[src/rtl/soft_pwm_pkg.sv]
// Shared types for the soft-start gate pulse generator.
package soft_pwm_pkg;
    // Run state of the generator: idle holds the gate low, run issues pulses.
    typedef enum logic {
        ST_IDLE = 1'b0,
        ST_RUN  = 1'b1
    } spg_state_e;
endpackage

[src/rtl/spg_seq.sv]
// Run/idle sequencer.
// Starts the generator when enable, power-good are high and stop is low;
// returns to idle as soon as that qualification is lost.
// Assumes: all inputs synchronous to clk.
module spg_seq
    import soft_pwm_pkg::*;
(
    input  logic clk,
    input  logic rst_n,
    input  logic en_i,
    input  logic pwr_good_i,
    input  logic stop_i,
    output logic start_o,
    output logic halt_o,
    output logic run_o
);
    spg_state_e state_q;
    logic       qual;

    // Qualification and transition strobes.
    always_comb begin
        qual    = en_i && pwr_good_i && !stop_i;
        start_o = (state_q == ST_IDLE) && qual;
        halt_o  = (state_q == ST_RUN) && !qual;
        run_o   = (state_q == ST_RUN);
    end

    // State register.
    always_ff @(posedge clk) begin
        if (!rst_n) begin
            state_q <= ST_IDLE;
        end else if (start_o) begin
            state_q <= ST_RUN;
        end else if (halt_o) begin
            state_q <= ST_IDLE;
        end
    end
endmodule

[src/rtl/spg_period.sv]
// Period tick counter with shadowed period length.
// The period register is sampled at start and at each wrap only; values
// below 2 are raised to 2. Assumes W >= 2.
module spg_period #(
    parameter int W = 8
) (
    input  logic         clk,
    input  logic         rst_n,
    input  logic         start_i,
    input  logic         halt_i,
    input  logic         run_i,
    input  logic [W-1:0] period_i,
    output logic [W-1:0] cnt_o,
    output logic [W-1:0] per_o,
    output logic [W-1:0] per_nx_o,
    output logic         wrap_o
);
    localparam logic [W-1:0] PER_MIN = W'(2);
    localparam logic [W-1:0] ONE     = W'(1);

    logic [W-1:0] cnt_q;
    logic [W-1:0] per_q;

    // Sanitized next period and end-of-period strobe.
    always_comb begin
        per_nx_o = (period_i < PER_MIN) ? PER_MIN : period_i;
        wrap_o   = run_i && !halt_i && (cnt_q == per_q - ONE);
        cnt_o    = cnt_q;
        per_o    = per_q;
    end

    // Counter and period shadow update.
    always_ff @(posedge clk) begin
        if (!rst_n) begin
            cnt_q <= '0;
            per_q <= PER_MIN;
        end else if (start_i) begin
            cnt_q <= '0;
            per_q <= per_nx_o;
        end else if (halt_i) begin
            cnt_q <= '0;
        end else if (wrap_o) begin
            cnt_q <= '0;
            per_q <= per_nx_o;
        end else if (run_i) begin
            cnt_q <= cnt_q + ONE;
        end
    end
endmodule

[src/rtl/spg_ramp.sv]
// Soft-start duty ramp.
// Loads the first step at start, adds one step per period boundary and
// saturates at the target. The target is clamped to one below the period
// that begins at the same boundary.
// Assumes per_nx_i >= 2.
module spg_ramp #(
    parameter int W = 8
) (
    input  logic         clk,
    input  logic         rst_n,
    input  logic         start_i,
    input  logic         halt_i,
    input  logic         wrap_i,
    input  logic [W-1:0] per_nx_i,
    input  logic [W-1:0] duty_max_i,
    input  logic [W-1:0] step_i,
    output logic [W-1:0] duty_o,
    output logic [W-1:0] tgt_o
);
    localparam int EW = W + 1;

    logic [W-1:0]  duty_q;
    logic [W-1:0]  tgt_q;
    logic [W-1:0]  tgt_nx;
    logic [W-1:0]  base;
    logic [EW-1:0] sum;
    logic [W-1:0]  duty_nx;

    // Clamped target and saturating next duty.
    always_comb begin
        tgt_nx  = (duty_max_i < per_nx_i) ? duty_max_i : (per_nx_i - W'(1));
        base    = start_i ? '0 : duty_q;
        sum     = {1'b0, base} + {1'b0, step_i};
        duty_nx = (sum > {1'b0, tgt_nx}) ? tgt_nx : sum[W-1:0];
        duty_o  = duty_q;
        tgt_o   = tgt_q;
    end

    // Duty and target shadow registers.
    always_ff @(posedge clk) begin
        if (!rst_n) begin
            duty_q <= '0;
            tgt_q  <= '0;
        end else if (halt_i) begin
            duty_q <= '0;
        end else if (start_i || wrap_i) begin
            duty_q <= duty_nx;
            tgt_q  <= tgt_nx;
        end
    end
endmodule

[src/rtl/soft_pwm_gen.sv]
// Soft-start gate pulse generator (top).
// Produces a fixed-period gate pulse whose on-time ramps one step per period
// up to a ceiling. The gate also acts as driver enable, so it is forced low
// combinationally whenever qualification is lost.
// Assumes W >= 2; all inputs synchronous to clk.
module soft_pwm_gen #(
    parameter int W = 8
) (
    input  logic         clk,
    input  logic         rst_n,
    input  logic         en_i,
    input  logic         pwr_good_i,
    input  logic [W-1:0] period_i,
    input  logic [W-1:0] duty_max_i,
    input  logic [W-1:0] ramp_step_i,
    input  logic         stop_i,
    output logic         gate_o,
    output logic         ss_done_o
);
    logic         start_w;
    logic         halt_w;
    logic         run_w;
    logic         wrap_w;
    logic [W-1:0] cnt_w;
    logic [W-1:0] per_w;
    logic [W-1:0] per_nx_w;
    logic [W-1:0] duty_w;
    logic [W-1:0] tgt_w;

    spg_seq u_seq (
        .clk        (clk),
        .rst_n      (rst_n),
        .en_i       (en_i),
        .pwr_good_i (pwr_good_i),
        .stop_i     (stop_i),
        .start_o    (start_w),
        .halt_o     (halt_w),
        .run_o      (run_w)
    );

    spg_period #(.W(W)) u_period (
        .clk      (clk),
        .rst_n    (rst_n),
        .start_i  (start_w),
        .halt_i   (halt_w),
        .run_i    (run_w),
        .period_i (period_i),
        .cnt_o    (cnt_w),
        .per_o    (per_w),
        .per_nx_o (per_nx_w),
        .wrap_o   (wrap_w)
    );

    spg_ramp #(.W(W)) u_ramp (
        .clk        (clk),
        .rst_n      (rst_n),
        .start_i    (start_w),
        .halt_i     (halt_w),
        .wrap_i     (wrap_w),
        .per_nx_i   (per_nx_w),
        .duty_max_i (duty_max_i),
        .step_i     (ramp_step_i),
        .duty_o     (duty_w),
        .tgt_o      (tgt_w)
    );

    // Gate compare and done status, both gated by live qualification.
    always_comb begin
        gate_o    = run_w && !halt_w && (cnt_w < duty_w);
        ss_done_o = run_w && !halt_w && (duty_w == tgt_w);
    end
endmodule

[config.mk]
export PLATFORM = sky130hd
export DESIGN_NAME = soft_pwm_gen
export DESIGN_NICKNAME = d
export VERILOG_FILES = /design/src/rtl/soft_pwm_pkg.sv /design/src/rtl/spg_seq.sv /design/src/rtl/spg_period.sv /design/src/rtl/spg_ramp.sv /design/src/rtl/soft_pwm_gen.sv
export SDC_FILE = /design/constraint.sdc
export NUM_CORES = 1
export LEC_CHECK = 0
export CELL_PAD_IN_SITES_DETAIL_PLACEMENT = 1
export CELL_PAD_IN_SITES_GLOBAL_PLACEMENT = 1
export CORE_AREA = 2 2 88 90
export DETAILED_ROUTE_END_ITERATION = 7
export DIE_AREA = 0 0 90 92
export DONT_BUFFER_PORTS = 1
export MAX_ROUTING_LAYER = met4
export PLACE_DENSITY = 0.78
export SLEW_MARGIN = 20
export SYNTH_ARGS = -nofsm -noshare
export SYNTH_HDL_FRONTEND = slang
export SYNTH_HIERARCHICAL = 1
export SYNTH_SLANG_ARGS = --single-unit
[constraint.sdc]
create_clock -name clk -period 5.4 [get_ports clk]
set_clock_uncertainty 0.1 [all_clocks]
set_input_delay 0.27 -clock clk [delete_from_list [all_inputs] [get_ports clk]]
set_output_delay 0.27 -clock clk [all_outputs]
set_load 0.03 [all_outputs]
==> impl_metrics.xml <==
<?xml version="1.0" encoding="UTF-8"?>
<metrics>
  <group name="run_status">
    <metric name="run_status" unit="">finished clean</metric>
  </group>
  <group name="timing">
    <metric name="rsz0062_at_grt" unit="">false</metric>
    <metric name="maxSlewViolCount" unit="">0</metric>
    <metric name="fmax" unit="MHz">212</metric>
    <metric name="timing.setup.tns" unit="ps">0</metric>
    <metric name="finalCritPeriodShare" unit="">0.872</metric>
    <metric name="worstMarginPinSlew" unit="ps">821</metric>
    <metric name="final_critical_path_time_including_i_o_delays_and_setup" unit="ps">4710</metric>
    <metric name="timing.final.hold_violations" unit="">0</metric>
    <metric name="whs" unit="ps">29.0</metric>
    <metric name="timing.slew.headroom" unit="">0.446</metric>
    <metric name="setup-violations-final" unit="">0</metric>
    <metric name="final.setup.worst_slack" unit="ps">694</metric>
  </group>
  <group name="drt">
    <metric name="antenna_violating_nets_post_route" unit="">0</metric>
    <metric name="detail_route.iter0.violations" unit="">76</metric>
    <metric name="remaining_drc_errors" unit="">0</metric>
    <metric name="finalWirelength" unit="µm">8640</metric>
    <metric name="via_count" unit="">2810</metric>
    <metric name="wl_per_cell" unit="µm">18.0</metric>
    <metric name="drt_first_pass_iters" unit="">4</metric>
    <metric name="post_drt_via_cell_ratio" unit="">5.84</metric>
  </group>
  <group name="cts">
    <metric name="worst_path_clk_slew" unit="ps">70</metric>
    <metric name="cts_tree" unit="">built</metric>
    <metric name="cts.sinks" unit="">33</metric>
    <metric name="htree_levels" unit="">2</metric>
    <metric name="post-cts-setup-buffers" unit="">0</metric>
    <metric name="postCtsResizedCells" unit="">0</metric>
    <metric name="numCtsBuffers" unit="">5</metric>
    <metric name="clock_insertion_delay_worst_skew" unit="ps">280</metric>
    <metric name="ctsHoldBuffers" unit="">1</metric>
    <metric name="clock_path_buffers" unit="">2</metric>
    <metric name="ctsRootBufferMaster" unit="">sky130_fd_sc_hd__clkbuf_8</metric>
  </group>
  <group name="worst_setup_path">
    <metric name="cp_num_buf_inv" unit="">1</metric>
    <metric name="r2r_setup_slack" unit="ps">690</metric>
    <metric name="critical_path_class" unit="">reg2reg</metric>
    <metric name="critical-path-top-delay-family" unit="">compound AO/OA/AOI/OAI gates</metric>
    <metric name="worst_ep_required_time" unit="ps">5480</metric>
    <metric name="cell_with_the_largest_stage_delay_on_the_worst_path" unit="">sky130_fd_sc_hd__o311ai_0</metric>
    <metric name="worst-path-max-fanout" unit="">13</metric>
    <metric name="worst_endpoint_data_arrival_time" unit="ps">4780</metric>
    <metric name="timing.critical_path.mode_cell" unit="">sky130_fd_sc_hd__ha_1</metric>
    <metric name="path_cells" unit="">inv_1, ha_1, nor2b_1, ha_1, fa_1, a211oi_2, o21a_1, o311ai_0, ha_1, and4_4, a21boi_1, o41a_1, or3_1, a32o_1</metric>
    <metric name="start_kind" unit="">flip-flop</metric>
    <metric name="max_stage_delay" unit="ps">630</metric>
    <metric name="critical_path.endpoint_type" unit="">flip-flop</metric>
  </group>
  <group name="synthesis">
    <metric name="post_synth_most_frequent_cells" unit="">sky130_fd_sc_hd__ha_1 (35), sky130_fd_sc_hd__inv_1 (35), sky130_fd_sc_hd__dfxtp_1 (33)</metric>
    <metric name="synth_flop_cell" unit="">sky130_fd_sc_hd__dfxtp_1</metric>
    <metric name="syn_nets" unit="">447</metric>
    <metric name="synth_edf_count" unit="">0</metric>
    <metric name="synth_seq_area_share" unit="">0.208</metric>
    <metric name="ys_seq_elements" unit="">33</metric>
    <metric name="postSynth.asyncResetShare" unit="">0</metric>
    <metric name="synth.top_cells.by_area" unit="">sky130_fd_sc_hd__dfxtp_1 (21%), sky130_fd_sc_hd__ha_1 (14%), sky130_fd_sc_hd__xnor2_1 (7.5%), sky130_fd_sc_hd__inv_1 (4.1%), sky130_fd_sc_hd__nand2_1 (3.3%)</metric>
    <metric name="ys_warn_count" unit="">6</metric>
    <metric name="synthDominantCellAreaShare" unit="">0.208</metric>
    <metric name="synthesis.area_per_instance" unit="µm²">8.31</metric>
    <metric name="synthDistinctLibCells" unit="">66</metric>
    <metric name="synth_instances" unit="">382</metric>
    <metric name="synth.largest_area_cell" unit="">sky130_fd_sc_hd__dfxtp_1</metric>
    <metric name="post_synth_instance_area" unit="µm²">3170</metric>
  </group>
  <group name="placed_design">
    <metric name="finalWeightedCongestion" unit="">0.910</metric>
    <metric name="pre_cts_ws" unit="ps">735</metric>
    <metric name="dp.final_hpwl" unit="µm">6960</metric>
    <metric name="io_buffer_count" unit="">0</metric>
  </group>
  <group name="floorplanning">
    <metric name="starting_utilization_of_the_core_area" unit="">0.426</metric>
    <metric name="num_io_pins" unit="">31</metric>
    <metric name="number_of_placement_rows" unit="">32</metric>
    <metric name="core" unit="µm²">7450</metric>
    <metric name="die_width" unit="µm">90</metric>
    <metric name="floorplan.die_area" unit="µm²">8280</metric>
    <metric name="die_y" unit="µm">92</metric>
  </group>
  <group name="grt">
    <metric name="grt_pass1_wl" unit="µm">14800</metric>
    <metric name="grt_start_max_net_pins" unit="">29</metric>
    <metric name="first_global_vias" unit="">3001</metric>
    <metric name="antenna_found_initial" unit="">0</metric>
    <metric name="overall_fraction_of_global_route_tracks_in_use" unit="">0.224</metric>
    <metric name="grt.overflow.total" unit="">0</metric>
  </group>
  <group name="final_layout">
    <metric name="num-nets-final" unit="">443</metric>
    <metric name="fillCellCount" unit="">926</metric>
    <metric name="diodes" unit="">0</metric>
    <metric name="area_overhead_of_the_layout_relative_to_synthesis" unit="%">6.82</metric>
    <metric name="postLayoutCoreUtil" unit="">0.455</metric>
    <metric name="post_route_cells_drive_above_1_share" unit="">0.0633</metric>
  </group>
  <group name="power_and_ir_drop">
    <metric name="powerDensity" unit="nW/µm²">220</metric>
    <metric name="power" unit="µW">746</metric>
    <metric name="max-vdd-ir-drop" unit="µV">90.2</metric>
    <metric name="power.static_leakage" unit="nW">1.44</metric>
  </group>
  <group name="worst_hold_path">
    <metric name="hold_path.class" unit="">in2reg</metric>
  </group>
  <group name="run">
    <metric name="cap_viol_max_count" unit="">0</metric>
  </group>
</metrics>
-- stage by stage --
stage                     instances  area [µm²]
after floorplan                 382        3170
after global placement          471        3250
after detailed placement        471        3250
after CTS                       480        3380
after global routing            481        3390
final                           481        3390
-- worst paths after layout --
kind                                  startpoint                              to  cells after the start
setup / recovery        u_seq/run_o$_SDFFE_PN0P_   u_ramp/duty_o[1]$_SDFFE_PP0N_                     14
hold / removal                             rst_n        u_seq/run_o$_SDFFE_PN0P_                      1
setup reg to reg        u_seq/run_o$_SDFFE_PN0P_   u_ramp/duty_o[1]$_SDFFE_PP0N_                     14
hold reg to reg   u_period/per_o[7]$_SDFFE_PN0P_  u_period/per_o[7]$_SDFFE_PN0P_                      2
-- cells by family after synthesis --
kind of cell,synth area share
simple gates,0.194
compound gates,0.250
buf+inv,0.0682
fa+ha+maj,0.144
mux,0.0315
xor+xnor,0.104
flops,0.208
-- area by class of cell --
| type | count | area (µm²) | area share |
|---|---|---|---|
| Tap cell | 102 | 128 | 0.0377 |
| Inverter | 35 | 131 | 0.0388 |
| Timing Repair Buffer | 7 | 57.6 | 0.0170 |
| Multi-Input combinational cell | 296 | 2300 | 0.677 |
| Sequential cell | 33 | 661 | 0.195 |
| Clock buffer | 7 | 86.3 | 0.0255 |
| Clock inverter | 1 | 30.0 | 0.00886 |
-- where the power goes --
group / internal (mW) / leakage [nW] / switching [mW]
registers: 0.253 / 0.268 / 0.0115
clock network: 0.150 / 0.0585 / 0.0907
logic: 0.0991 / 1.11 / 0.142
-- layer usage --
| layer | part of all wire | wire length, µm | GRT usage |
|---|---|---|---|
| met1 | 0.46 | 3970 | 0.272 |
| met2 | 0.51 | 4370 | 0.393 |
| met4 | 0.013 | 115 | 0.0526 |
| met5 | 0 | 0 | - |
| met3 | 0.021 | 183 | 0.0345 |
-- cells in the final DEF, fill, tap and decap left out, types with 8 or more instances in the layout --
cell and n:
sky130_fd_sc_hd__inv_1 35, sky130_fd_sc_hd__ha_1 35, sky130_fd_sc_hd__dfxtp_1 33, sky130_fd_sc_hd__nand2_1 28, sky130_fd_sc_hd__xnor2_1 27, sky130_fd_sc_hd__nor2_1 18
sky130_fd_sc_hd__a21oi_1 15, sky130_fd_sc_hd__o21ai_0 12, sky130_fd_sc_hd__mux2i_1 10, sky130_fd_sc_hd__o311ai_0 10, sky130_fd_sc_hd__o211ai_1 9, sky130_fd_sc_hd__a31oi_1 9
sky130_fd_sc_hd__nor2b_1 9, sky130_fd_sc_hd__nand2b_1 8, sky130_fd_sc_hd__nand4_1 8, sky130_fd_sc_hd__xor2_1 8, sky130_fd_sc_hd__a211oi_1 8
-- registers in the layout, summed over array words and instances, names as in the netlist --
register,flops
u_period/per_o,8
u_ramp/duty_o,8
u_seq/run_o,1
u_ramp/tgt_o,8
u_period/cnt_o,8
-- worst reg2reg max path, delay by kind of cell, from the launching register on --
kind,cells,cell delay (ps)
AOI/OAI and AO/OA,6,1840
adders and majority gates,4,1260
and+or+nand+nor,3,770
DFF,1,540
buffers and inverters,1,90
No activity file was read; power rests on OpenSTA's default activity.
